`config.mk`:
```
export PLATFORM = sky130hd
export DESIGN_NAME = sync_chain_node
export DESIGN_NICKNAME = d
export VERILOG_FILES = /design/src/rtl/sync_chain_pkg.sv /design/src/rtl/sync_deglitch.sv /design/src/rtl/beacon_timer.sv /design/src/rtl/iter_fsm.sv /design/src/rtl/sync_chain_node.sv
export SDC_FILE = /design/constraint.sdc
export NUM_CORES = 1
export LEC_CHECK = 0
export BUFFER_PORTS_ARGS = -buffer_cell sky130_fd_sc_hd__buf_2
export CORE_UTILIZATION = 45
export CTS_CLUSTER_DIAMETER = 40
export DETAILED_ROUTE_END_ITERATION = 8
export HOLD_SLACK_MARGIN = 0.06
export PLACE_DENSITY_LB_ADDON = 0.3
export SYNTH_ARGS = -nofsm -noshare
export SYNTH_HDL_FRONTEND = slang
export SYNTH_HIERARCHICAL = 1
export SYNTH_SLANG_ARGS = --single-unit
```
`constraint.sdc`:
```
create_clock -name clk -period 3.5 [get_ports clk]
set_input_delay 0.175 -clock clk [delete_from_list [all_inputs] [get_ports clk]]
set_output_delay 0.175 -clock clk [all_outputs]
set_load 0.05 [all_outputs]
```
`src/rtl/sync_chain_pkg.sv`:
```
package sync_chain_pkg;
    typedef enum logic [0:0] {
        ST_WAIT = 1'b0,
        ST_RUN  = 1'b1
    } node_state_t;
endpackage

```
`src/rtl/sync_deglitch.sv`:
```
// Synchroniser plus stable-high filter; emits one accept pulse per high level.
module sync_deglitch #(
    parameter int FILT   = 3,
    parameter int STAGES = 2
) (
    input  logic clk,
    input  logic rst_n,
    input  logic raw_i,
    output logic accept_o
);
    localparam int HW = $clog2(FILT + 1);

    logic [STAGES-1:0] sync_sh;
    logic              lvl;
    logic [HW-1:0]     hi_cnt;

    assign lvl = sync_sh[STAGES-1];

    generate
        if (STAGES == 1) begin : g_one
            always_ff @(posedge clk or negedge rst_n) begin
                if (!rst_n) sync_sh <= '0;
                else        sync_sh <= raw_i;
            end
        end else begin : g_chain
            always_ff @(posedge clk or negedge rst_n) begin
                if (!rst_n) sync_sh <= '0;
                else        sync_sh <= {sync_sh[STAGES-2:0], raw_i};
            end
        end
    endgenerate

    always_ff @(posedge clk or negedge rst_n) begin
        if (!rst_n) begin
            hi_cnt   <= '0;
            accept_o <= 1'b0;
        end else begin
            accept_o <= lvl && (hi_cnt == HW'(FILT - 1));
            if (!lvl)                        hi_cnt <= '0;
            else if (hi_cnt != HW'(FILT))    hi_cnt <= hi_cnt + 1'b1;
        end
    end

    // an accept is a single-cycle pulse
    p_accept_single_r3: assert property (@(posedge clk) disable iff (!rst_n)
        accept_o |=> !accept_o);
    // an accept is only produced while the synchronised level is high
    p_accept_level_r2: assert property (@(posedge clk) disable iff (!rst_n)
        accept_o |-> $past(lvl));
endmodule

```
`src/rtl/beacon_timer.sv`:
```
// Master beacon: one pulse every alpha+beta cycles, starting at the first edge.
module beacon_timer #(
    parameter int CW = 16
) (
    input  logic          clk,
    input  logic          rst_n,
    input  logic          enable_i,
    input  logic [CW-1:0] alpha_i,
    input  logic [CW-1:0] beta_i,
    output logic          beacon_o
);
    localparam int PW = CW + 1;

    logic [PW-1:0] period;
    logic [PW-1:0] tmr;
    logic [PW-1:0] tmr_inc;

    assign period   = {1'b0, alpha_i} + {1'b0, beta_i};
    assign tmr_inc  = tmr + PW'(1);
    assign beacon_o = enable_i && (tmr == '0);

    always_ff @(posedge clk or negedge rst_n) begin
        if (!rst_n)              tmr <= '0;
        else if (!enable_i)      tmr <= '0;
        else if (tmr_inc >= period) tmr <= '0;
        else                     tmr <= tmr_inc;
    end

    // with a period above one, beacons never fall on adjacent cycles
    p_beacon_gap_r7: assert property (@(posedge clk) disable iff (!rst_n)
        (beacon_o && period > PW'(1) && $stable(period)) |=> !beacon_o);
endmodule

```
`src/rtl/iter_fsm.sv`:
```
// Iteration controller: run window, forward pulse and overrun flag.
module iter_fsm
    import sync_chain_pkg::*;
#(
    parameter int CW    = 16,
    parameter int FWD_W = 3
) (
    input  logic          clk,
    input  logic          rst_n,
    input  logic          start_i,
    input  logic [CW-1:0] alpha_i,
    output logic          en_o,
    output logic          fwd_o,
    output logic          overrun_o
);
    localparam int FW = $clog2(FWD_W + 1);

    node_state_t   state_q, state_d;
    logic [CW-1:0] run_cnt;
    logic [FW-1:0] fwd_cnt;
    logic          last_cycle;
    logic          launch;
    logic          early;

    assign last_cycle = (state_q == ST_RUN) && (run_cnt <= CW'(1));
    assign launch     = start_i && ((state_q == ST_WAIT) || last_cycle);
    assign early      = start_i && (state_q == ST_RUN) && !last_cycle;

    // next state
    always_comb begin
        state_d = state_q;
        unique case (state_q)
            ST_WAIT: if (start_i) state_d = ST_RUN;
            ST_RUN:  if (last_cycle && !start_i) state_d = ST_WAIT;
            default: state_d = ST_WAIT;
        endcase
    end

    always_ff @(posedge clk or negedge rst_n) begin
        if (!rst_n) state_q <= ST_WAIT;
        else        state_q <= state_d;
    end

    // counters and flag
    always_ff @(posedge clk or negedge rst_n) begin
        if (!rst_n) begin
            run_cnt   <= '0;
            fwd_cnt   <= '0;
            overrun_o <= 1'b0;
        end else begin
            if (launch)
                run_cnt <= (alpha_i == '0) ? CW'(1) : alpha_i;
            else if (state_q == ST_RUN)
                run_cnt <= run_cnt - 1'b1;
            if (launch)              fwd_cnt <= FW'(FWD_W);
            else if (fwd_cnt != '0)  fwd_cnt <= fwd_cnt - 1'b1;
            if (early) overrun_o <= 1'b1;
        end
    end

    // outputs
    always_comb begin
        en_o  = 1'b0;
        fwd_o = (fwd_cnt != '0);
        unique case (state_q)
            ST_WAIT: en_o = 1'b0;
            ST_RUN:  en_o = 1'b1;
            default: en_o = 1'b0;
        endcase
    end

    // overrun is sticky until reset
    p_overrun_sticky_r8: assert property (@(posedge clk) disable iff (!rst_n)
        overrun_o |=> overrun_o);
    // an early start keeps the iteration running, it does not cut it short
    p_early_keeps_run_r8: assert property (@(posedge clk) disable iff (!rst_n)
        early |=> en_o);
    // forwarding starts only together with an enabled iteration
    p_fwd_with_en_r6: assert property (@(posedge clk) disable iff (!rst_n)
        $rose(fwd_o) |-> en_o);
    // a start in the last cycle keeps the enable high
    p_restart_r9: assert property (@(posedge clk) disable iff (!rst_n)
        (start_i && last_cycle) |=> (en_o && !$changed(overrun_o)));
endmodule

```
`src/rtl/sync_chain_node.sv`:
```
module sync_chain_node #(
    parameter int CW     = 16,
    parameter int FILT   = 3,
    parameter int STAGES = 2
) (
    input  logic          clk,
    input  logic          rst_n,
    input  logic          is_master,
    input  logic          sync_in,
    input  logic [CW-1:0] alpha,
    input  logic [CW-1:0] beta,
    output logic          sync_left,
    output logic          sync_down,
    output logic          compute_en,
    output logic          overrun
);
    logic accept;
    logic beacon;
    logic start;
    logic fwd;

    sync_deglitch #(.FILT(FILT), .STAGES(STAGES)) u_filt (
        .clk      (clk),
        .rst_n    (rst_n),
        .raw_i    (sync_in),
        .accept_o (accept)
    );

    beacon_timer #(.CW(CW)) u_beacon (
        .clk      (clk),
        .rst_n    (rst_n),
        .enable_i (is_master),
        .alpha_i  (alpha),
        .beta_i   (beta),
        .beacon_o (beacon)
    );

    assign start = is_master ? beacon : accept;

    iter_fsm #(.CW(CW), .FWD_W(FILT)) u_fsm (
        .clk       (clk),
        .rst_n     (rst_n),
        .start_i   (start),
        .alpha_i   (alpha),
        .en_o      (compute_en),
        .fwd_o     (fwd),
        .overrun_o (overrun)
    );

    assign sync_left = fwd;
    assign sync_down = fwd;

    // the master never reacts to the filtered input
    p_master_ignores_input_r7: assert property (@(posedge clk) disable iff (!rst_n)
        (is_master && $stable(is_master) && !beacon) |=> !$rose(compute_en));
endmodule

```
==> results by group <==
Detailed routing
  – Initial DRC count: 287
  – Pre-Repair DR Iteration Count: 5
  – Drc violations: 0
  – WL final: 8570 µm
  – Vias: 3152
  – Post-DR wirelength/cell: 15.9 µm
  – Via-to-Cell Ratio: around 5.9
  – Remaining antenna violation count: 0

Final layout
  – Most common cell after layout, fill and taps aside: dfrtp_1
  – Area delta synth->final: 11.7%
  – Layout cells sized above 1: 15.7%
  – N_diodes: 0
  – Reg area: 1050 µm²
  – Area of the multi-input gates: 2320 µm²
  – Most frequent cells in the layout: 42 x dfrtp_1, 40 x ha_1, 39 x buf_2, 39 x nand2_1, 38 x a21oi_1
  – Fillers: between 600 and 700
  – Nets: 515
  – Fin util: 53.3%
  – Final Instance Area: 3950 µm²

Global route
  – Largest net degree at the start of global routing: 43
  – First-pass GRT wire length: ~14000 µm
  – Initial antenna violation count: 0
  – Vias in the first global route: approximately 3000
  – Tot GR Track Use: between 20% and 30%
  – Grt total ovfl: 0

Setup path
  – Reg2Reg Setup Slack: 0.46 ns
  – CP delay by family, top: compound AO/OA/AOI/OAI gates
  – Max FO, Critical Path: 8
  – Worst setup EP type: flop
  – Worst stage delay on the critical path: 0.42 ns
  – CP cell instances: buf_2 > ha_1 > fa_1 > a211oi_1 > o21bai_1 > o21ai_0 > o21ai_0 > xnor2_1 > ha_1 > a21oi_1 > nor2_1 > a211oi_1 > o211ai_1 > buf_4 > a21oi_1
  – Startpoint Class: input pin
  – Slowest cell on the critical path: fa_1
  – Buf/Inv on CP: 2
  – Critical Path RT: between 3 and 4 ns
  – Critical path data arrival time: 3.32 ns
  – Kind of critical path: input pin to flop

Placed design
  – Routability congestion estimate: between 0.8 and 0.9
  – DP Area: around 3800 µm²
  – Post-DP HPWL: 6600 µm
  – Port bufs: 39

STA
  – F_max: 321 MHz
  – Fin. Hold Viols: 0
  – Tmin final: 3.12 ns
  – Crit share post-route: between 80% and 90%
  – Clock Skew: between 0.015 and 0.02 ns
  – Setup_tns: 0 ns
  – Slew margin rel.: 35.6%
  – Worst Max-Slew Pin Slew: 0.966 ns
  – Unrepaired setup endpoints after global routing: no
  – # setup viols final: 0
  – Slew Limit Fails: 0

Floorplan
  – CORE AREA: 7410 µm²
  – Die area: between 8000 and 9000 µm²
  – FP Rows: 31
  – Initial core utilization: approximately 48%
  – Die height: about 91 µm
  – Die width: a little over 90 µm
  – Top-Level Pins: 40

Logic synthesis
  – Yosys Warn Count: 6
  – Mapped Area: 3530 µm²
  – Syn_nets: 475
  – FFs w/ async S/R, synth: 100%
  – Post-synthesis sequential area ratio: between 20 and 30%
  – Post-synth EDFFs: 0
  – Library cells used by synthesis: 59
  – Number of synthesized register bits: 42
  – Syn_area_per_cell: 8.88 µm²
  – Cell count after synthesis: slightly below 400
  – Ys flop type: dfrtp_1

Power
  – PwrDens: 298 nW/µm²
  – Net Sw Power: 0.344 mW
  – Seq pwr share: between 40% and 50%
  – Leak: roughly 2 nW
  – Max rail drop VDD: 0.000182 V
  – Clock power frac: about a third
  – Switching share of power: 29.2%
  – Comb power frac: about a quarter
  – Internal Dissipation: 0.833 mW

Clock tree
  – # resized after CTS: 0
  – Htree depth: 2
  – Root Buffer: clkbuf_8
  – Sink Count: 42
  – Worst-Skew Late Latency: 0.29 ns
  – Clk slew on worst S/H paths: 0.09 ns
  – CTS tree: done
  – Clk buf depth: 2
  – CTS Buf Count: 5

Flow run
  – Max Cap Viol: 0

Worst hold path
  – Worst Hold Class: input pin to async pin

Outcome
  – Outcome: finished, final reports clean
[routing by layer]
layer / GRT usage (%) / share of wire (%) / up-vias
li1: - / - / 1551
met1: 31.5 / 48 / 1485
met2: 33.5 / 46 / 106
met3: 3.45 / 5.8 / 10
met4: 4.84 / 0.88 / 0
met5: 0 / 0 / -
[cell usage after synthesis, types with 3 or more instances]
library cell  instances  area share [%]
a211oi_1              7             1.5
a21o_1               12             2.5
a21oi_1              38             5.4
a21oi_2               3            0.74
a221oi_1              3            0.74
a22oi_1               6             1.3
a31oi_1               3            0.53
and3_1                4            0.71
buf_2                 4            0.57
clkbuf_1              6            0.64
dfrtp_1              42              30
ha_1                 40              14
inv_1                24             2.5
mux2i_1               7             2.0
nand2_1              39             4.1
nand2b_1              3            0.53
nand3_1              11             1.6
nand4_1               3            0.53
nor2_1               11             1.2
nor3_1               14             2.0
nor4_1               10             1.8
o2111ai_1             3            0.74
o211ai_1              4            0.85
o21a_1                3            0.64
o21ai_0              19             2.7
or3_1                 5            0.89
or4_1                 3            0.64
xnor2_1              10             2.5
xor2_1               19             4.7
[registers in the layout (all words and copies together) (netlist names)]
name             count
u_beacon/tmr        17
u_fsm/run_cnt       16
u_filt/hi_cnt        2
u_filt/accept_o      1
u_fsm/overrun_o      1
u_filt/sync_sh       2
u_fsm/fwd_cnt        2
u_fsm/state_q        1
[path summary, 6_finish.rpt]
kind / start / end / cells past startpoint
min: rst_n / u_fsm/state_q / 1
min reg2reg: u_filt/sync_sh[0] / u_filt/sync_sh[1] / 0
max reg2reg: u_beacon/tmr[0] / u_beacon/tmr[3] / 11
max: alpha[0] / u_beacon/tmr[3] / 15
min in group clk: alpha[3] / u_fsm/run_cnt[3] / 2
max in group asynchronous: rst_n / u_beacon/tmr[3] / 1
[layout make-up]
cell class                      count  share of cell area [%]
Tap cell                           99                    3.14
Clock inverter                      2                   0.951
Inverter                           24                    2.28
Clock buffer                        6                    1.84
Multi-Input combinational cell    319                    58.8
Timing Repair Buffer               46                    6.34
Sequential cell                    42                    26.6
[stage by stage]
step / cells / hold WS (ns) / total power [mW] / worst slack (ns)
after floorplan: 398 / -0.121 / 0.707 / 0.454
after global placement: 529 / 0.286 / 0.786 / 0.287
after detailed placement: 529 / 0.285 / 0.796 / 0.112
after CTS: 538 / 0.0815 / 1.19 / 0.389
after global routing: 538 / 0.120 / 1.24 / 0.0902
final: 538 / 0.0347 / 1.18 / 0.384
[repair_timing]
item,CTS,global route
hold buffers,1,0
hold endpoints to repair,1,0
setup buffers,0,0
setup endpoints to repair,0,0
[power groups by stage]
stage               sequential, mW  clock [mW]  combinational, mW
floorplan                    0.512           0              0.195
global placement             0.515           0              0.271
detailed placement           0.516           0              0.280
CTS                          0.506       0.396              0.284
global route                 0.507       0.416              0.322
finish                       0.506       0.387              0.284
[cells by family after synthesis]
group / after synthesis / synth area share, %
AOI/OAI and AO/OA: 119 / 22.1
xor gates and xnor gates: 29 / 7.19
adders and majority gates: 41 / 14.7
buffers and inverters: 37 / 4.60
DFF: 42 / 29.7
muxes: 8 / 2.41
and+or+nand+nor: 122 / 19.2
(Power assumes the default switching activity.)
